===== src/rtl/dsd_pkg.sv =====
package dsd_pkg;
  typedef logic [6:0] seg_t;

  // active-high pattern {g,f,e,d,c,b,a}; non-decimal codes show blank
  function automatic seg_t seg_of(input logic [3:0] nib);
    case (nib)
      4'd0: return 7'h3F;
      4'd1: return 7'h06;
      4'd2: return 7'h5B;
      4'd3: return 7'h4F;
      4'd4: return 7'h66;
      4'd5: return 7'h6D;
      4'd6: return 7'h7D;
      4'd7: return 7'h07;
      4'd8: return 7'h7F;
      4'd9: return 7'h6F;
      default: return 7'h00;
    endcase
  endfunction
endpackage


===== src/rtl/bcd_convert.sv =====
module bcd_convert #(
  parameter int BIN_W  = 14,
  parameter int DIGITS = 4,
  localparam int BCD_W = 4 * DIGITS
) (
  input  logic [BIN_W-1:0] bin_in,
  output logic [BCD_W-1:0] bcd_out
);
  // shift-and-add-3; the carry out of the top digit is dropped (mod 10^DIGITS)
  always_comb begin
    logic [BCD_W-1:0] acc;
    acc = '0;
    for (int i = BIN_W - 1; i >= 0; i--) begin
      for (int d = 0; d < DIGITS; d++) begin
        if (acc[d*4 +: 4] >= 4'd5) acc[d*4 +: 4] = acc[d*4 +: 4] + 4'd3;
      end
      acc = {acc[BCD_W-2:0], bin_in[i]};
    end
    bcd_out = acc;
  end
endmodule


===== src/rtl/scan_timer.sv =====
module scan_timer #(
  parameter int unsigned TICK_CYCLES = 1000000,
  parameter int DIGITS = 4,
  localparam int CNT_W = (TICK_CYCLES > 1) ? $clog2(TICK_CYCLES) : 1,
  localparam int IDX_W = (DIGITS > 1) ? $clog2(DIGITS) : 1
) (
  input  logic             clk,
  input  logic             rst,
  output logic [IDX_W-1:0] idx
);
  logic [CNT_W-1:0] pre_cnt;
  logic             step;

  assign step = (pre_cnt == CNT_W'(TICK_CYCLES - 1));

  always_ff @(posedge clk) begin
    if (rst) begin
      pre_cnt <= '0;
      idx     <= '0;
    end else begin
      pre_cnt <= step ? '0 : pre_cnt + 1'b1;
      if (step) idx <= (idx == IDX_W'(DIGITS - 1)) ? '0 : idx + 1'b1;
    end
  end

  // prescaler never leaves its range; index only moves on a step pulse
  assert_pre_range_R4: assert property (@(posedge clk) disable iff (rst)
    pre_cnt <= CNT_W'(TICK_CYCLES - 1));
  assert_idx_hold_R4: assert property (@(posedge clk) disable iff (rst)
    !step |=> $stable(idx));
  // index wraps after the last digit
  assert_idx_wrap_R3: assert property (@(posedge clk) disable iff (rst)
    (step && idx == IDX_W'(DIGITS - 1)) |=> idx == '0);
endmodule


===== src/rtl/decimal_scan_display.sv =====
module decimal_scan_display #(
  parameter int unsigned CLK_HZ      = 100000000,
  parameter int unsigned SCAN_HZ     = 100,
  parameter int unsigned TICK_CYCLES = CLK_HZ / SCAN_HZ,
  parameter int VAL_W  = 16,
  parameter int BIN_W  = 14,
  parameter int DIGITS = 4
) (
  input  logic              clk,
  input  logic              rst,
  input  logic [VAL_W-1:0]  value_in,
  output logic [DIGITS-1:0] digit_en,
  output logic [6:0]        seg_out,
  output logic              over_flag
);
  import dsd_pkg::*;

  localparam int IDX_W = (DIGITS > 1) ? $clog2(DIGITS) : 1;
  localparam int BCD_W = 4 * DIGITS;
  localparam longint LIMIT = (10 ** DIGITS) - 1;

  logic [IDX_W-1:0]  idx;
  logic [BCD_W-1:0]  bcd;
  logic [3:0]        cur_nib;
  logic [DIGITS-1:0] sel_next;

  scan_timer #(.TICK_CYCLES(TICK_CYCLES), .DIGITS(DIGITS)) timer_i (
    .clk (clk),
    .rst (rst),
    .idx (idx)
  );

  bcd_convert #(.BIN_W(BIN_W), .DIGITS(DIGITS)) conv_i (
    .bin_in  (value_in[BIN_W-1:0]),
    .bcd_out (bcd)
  );

  always_comb begin
    sel_next = '0;
    cur_nib  = '0;
    for (int d = 0; d < DIGITS; d++) begin
      if (idx == IDX_W'(d)) begin
        sel_next[d] = 1'b1;
        cur_nib     = bcd[d*4 +: 4];
      end
    end
  end

  always_ff @(posedge clk) begin
    if (rst) begin
      digit_en  <= '0;
      seg_out   <= '0;
      over_flag <= 1'b0;
    end else begin
      digit_en  <= sel_next;
      seg_out   <= seg_of(cur_nib);
      over_flag <= (value_in > VAL_W'(LIMIT));
    end
  end

  // one digit lit after the first edge out of reset
  assert_onehot_sel_R2: assert property (@(posedge clk) disable iff (rst)
    1'b1 |=> $onehot(digit_en));
  // enable either holds or rotates toward the more significant digit
  assert_sel_order_R3: assert property (@(posedge clk) disable iff (rst)
    (digit_en != '0) |=> (digit_en == $past(digit_en)) ||
      (digit_en == $past({digit_en[DIGITS-2:0], digit_en[DIGITS-1]})));
  // flag reflects the previous sample
  assert_over_flag_R7: assert property (@(posedge clk) disable iff (rst)
    1'b1 |=> over_flag == ($past(value_in) > VAL_W'(LIMIT)));
  // converter yields decimal digits only
  assert_bcd_digit_R8: assert property (@(posedge clk) disable iff (rst)
    cur_nib <= 4'd9);
endmodule


===== config.mk =====
export PLATFORM = sky130hd
export DESIGN_NAME = decimal_scan_display
export DESIGN_NICKNAME = d
export VERILOG_FILES = /design/src/rtl/dsd_pkg.sv /design/src/rtl/bcd_convert.sv /design/src/rtl/scan_timer.sv /design/src/rtl/decimal_scan_display.sv
export SDC_FILE = /design/constraint.sdc
export NUM_CORES = 1
export LEC_CHECK = 0
export ABC_CLOCK_PERIOD_IN_PS = 11850
export CORE_AREA = 2 2 114 94
export CTS_BUF_LIST = sky130_fd_sc_hd__clkbuf_4 sky130_fd_sc_hd__clkbuf_8 sky130_fd_sc_hd__clkbuf_16
export CTS_CLUSTER_DIAMETER = 150
export DETAILED_ROUTE_END_ITERATION = 7
export DIE_AREA = 0 0 116 96
export PLACE_DENSITY_LB_ADDON = 0.3
export SYNTH_ARGS = -nofsm -noshare
export SYNTH_HDL_FRONTEND = slang
export SYNTH_HIERARCHICAL = 1
export SYNTH_SLANG_ARGS = --single-unit

===== constraint.sdc =====
create_clock -name clk -period 11.85 [get_ports clk]
set_input_delay 2.9625 -clock clk [delete_from_list [all_inputs] [get_ports clk]]
set_output_delay 2.9625 -clock clk [all_outputs]
set_load 0.05 [all_outputs]

==> results.yml <==
logic_synthesis:
  yosys_warnings: 6
  synthCells: 755
  syn_area_mm2: 0.00549
  avgSynthCellArea_um2: 7.28
  synth_edf_count: 0
  netlist.area_leader.share_pct: 12.4
  synthDistinctLibCells: 107
  synth.net_count: 801
  synthFlopType: "dfxtp_1"
  synth_seq_area_share_pct: 12.4
  yosysTopAreaCell: "dfxtp_1"
  synth_area_leaders: "dfxtp_1, ha_1, a21oi_1, nor2_1, nand2_1"
  ys_async_sr_fraction_pct: 0
  synth-seq-cells: 34
worst_setup_path:
  cp_max_fo: 5
  worst_ep_arrival_time_ns: 11.82
  worst_path_max_delay_cell: "mux4_2"
  required_ns: 12.07
  critPathKind: "in2reg"
  cpMostUsedCell: "ha_4"
  start_kind: "input port"
  worst_setup_path_end_kind: "flop"
  max_stage_delay_ns: 0.52
min_path:
  hold_path.class: "reg2reg"
floorplanning:
  initial_core_util_pct: 55.0
  io_pins: 30
  die_area_mm2: 0.0111
  rows: 33
  die_y_um: 96
  dieWidth_um: 116
  core_mm2: 0.00999
cts:
  htreeDepth: 2
  clkSinkCount: 34
  cts-root-buf: "clkbuf_16"
  cts.clk_slew.worst_paths_ns: 0.06
  cts_tree: "done"
  insertion_delay_ns: 0.29
  cts_buffers: 5
  cts_buffer_depth: 2
detailed_routing:
  drt-vias-per-instance: 6.20
  via_count: 6483
  drt_first_pass_iters: 5
  wl_um: 17300
  first_iter_violations: 629
  avgRoutedWirePerCell_um: 16.6
  detail_route.drc_violations: 0
  ant_nets: 0
global_route:
  antenna_found_initial: 0
  grt_first_pass_wirelength_um: 27400
  grtUsageTotal_pct: 30.0
  gr-total-overflow: 0
  grt_pass1_vias: 5942
  grt_max_degree: 21
sta:
  maxSlewViolCount: 0
  tightest_slew_ns: 0.804
  max_freq_ghz: 0.0862
  min_period_over_period_pct: 97.9
  worst_slack_ns: 0.248
  hold_viol: 0
  worst_clock_skew_ns: 0.00688
  fin_hold_ws_ns: 0.520
  finalSetupTns_ns: 0
  setup_violations: 0
  slew_headroom_pct: 46.4
  min_period_ns: 11.60
place:
  portBuffers: 29
  post-place-ws_ns: -0.628
  hpwl_um: 12400
  place_congestion: 0.951
final_layout:
  mostFrequentLayoutCell: "buf_4"
  areaGrowthSynthToFinish_pct: 35.3
  mostFrequentLayoutCells: "buf_4, nor2_1, nand2_1"
  layout.nets: 950
  drive_gt1_share_pct: 29.5
  n_antenna_cell: 0
outcome:
  status: "finished, final reports clean"
job:
  drv_cap: 0
-- path summary, 6_finish.rpt --
| kind | startpoint | end | slack (ns) | cells after the start |
|---|---|---|---|---|
| worst max-delay path | value_in[12] | seg_out[0] | 0.25 | 49 |
| worst min-delay path | timer_i/pre_cnt[16] | timer_i/pre_cnt[16] | 0.52 | 2 |
| worst max register to register | timer_i/pre_cnt[0] | timer_i/pre_cnt[10] | 9.32 | 5 |
| worst min register to register | timer_i/pre_cnt[16] | timer_i/pre_cnt[16] | 0.52 | 2 |
-- layer usage --
metal  vias up  GRT usage [%]  wire length, um
met5         -              0                0
met4         0           9.42              403
met3        47           3.59              860
met2       253           53.3             8530
met1      3046           37.9             7530
li1       3137              -                -
-- cells in the mapped netlist, types with 5 or more instances --
| cell type | count |
|---|---|
| xor2_1 | 6 |
| and2_1 | 7 |
| nor2b_1 | 10 |
| or3_1 | 14 |
| nor2_1 | 74 |
| ha_1 | 28 |
| or2_2 | 6 |
| o21a_1 | 6 |
| and3_1 | 7 |
| xnor2_1 | 20 |
| o211ai_1 | 12 |
| o21ai_1 | 17 |
| o2111a_1 | 7 |
| mux2i_1 | 17 |
| o21ai_0 | 45 |
| a21oi_1 | 58 |
| nor3_1 | 24 |
| nand4_1 | 11 |
| a31oi_1 | 5 |
| o31a_1 | 5 |
| o22ai_1 | 6 |
| o31ai_1 | 6 |
| nand2b_1 | 9 |
| nor4_1 | 8 |
| nand2_1 | 61 |
| a21o_1 | 7 |
| or4_1 | 9 |
| nand3_1 | 30 |
| inv_1 | 37 |
| clkbuf_1 | 21 |
| buf_2 | 8 |
| dfxtp_1 | 34 |
| a211oi_1 | 10 |
-- sequential cells by signal (all words and copies together), names as in the netlist --
name             count
timer_i/idx          2
over_flag            1
timer_i/pre_cnt     20
seg_out              7
digit_en             4
-- through the flow --
| step | instances | cell area [um2] | util (%) |
|---|---|---|---|
| after global placement | 1023 | 7010 | 70.1 |
| after detailed placement | 1023 | 7010 | 70.1 |
| after global routing | 1045 | 7430 | 74.4 |
| final | 1045 | 7430 | 74.4 |
| after floorplan | 755 | 5720 | - |
| after CTS | 1034 | 7260 | 72.7 |
-- critical path: cells and delay by family --
| family | cells | cell delay, ns |
|---|---|---|
| AO/OA/AOI/OAI | 14 | 2.57 |
| XOR/XNOR | 6 | 0.88 |
| adder cells (fa/ha/maj) | 7 | 1.45 |
| buffers and inverters | 9 | 0.75 |
| multiplexers | 1 | 0.52 |
| AND/OR/NAND/NOR | 12 | 2.65 |
-- area by class of cell --
cell class                      count  area [um2]
Multi-Input combinational cell    642        4780
Fill cell                         731        2560
Timing Repair Buffer              178        1420
Sequential cell                    34         681
Inverter                           43         179
Tap cell                          140         175
Clock buffer                        5         125
Clock inverter                      3        68.8
-- logic make-up after synthesis --
logic type	count (synthesis)	share of synthesized area, %
AO/OA/AOI/OAI	261	35.6
multiplexers	30	6.92
AND/OR/NAND/NOR	292	26.9
buffers and inverters	79	6.10
XOR/XNOR	30	5.53
flip-flops	34	12.4
adder cells (fa/ha/maj)	29	6.56
-- timing repair --
| action | 4_1_cts | 5_1_grt |
|---|---|---|
| hold buffers | 0 | 0 |
| endpoints found under the hold margin | 0 | 0 |
| endpoints found under the setup margin | 7 | 7 |
| setup buffers | 3 | 11 |
| gates resized for setup | 8 | 27 |
| pin swaps | 2 | 25 |
Power is not shown: default switching activity piles up to over one toggle a cycle in this logic, so the estimate is an artifact.
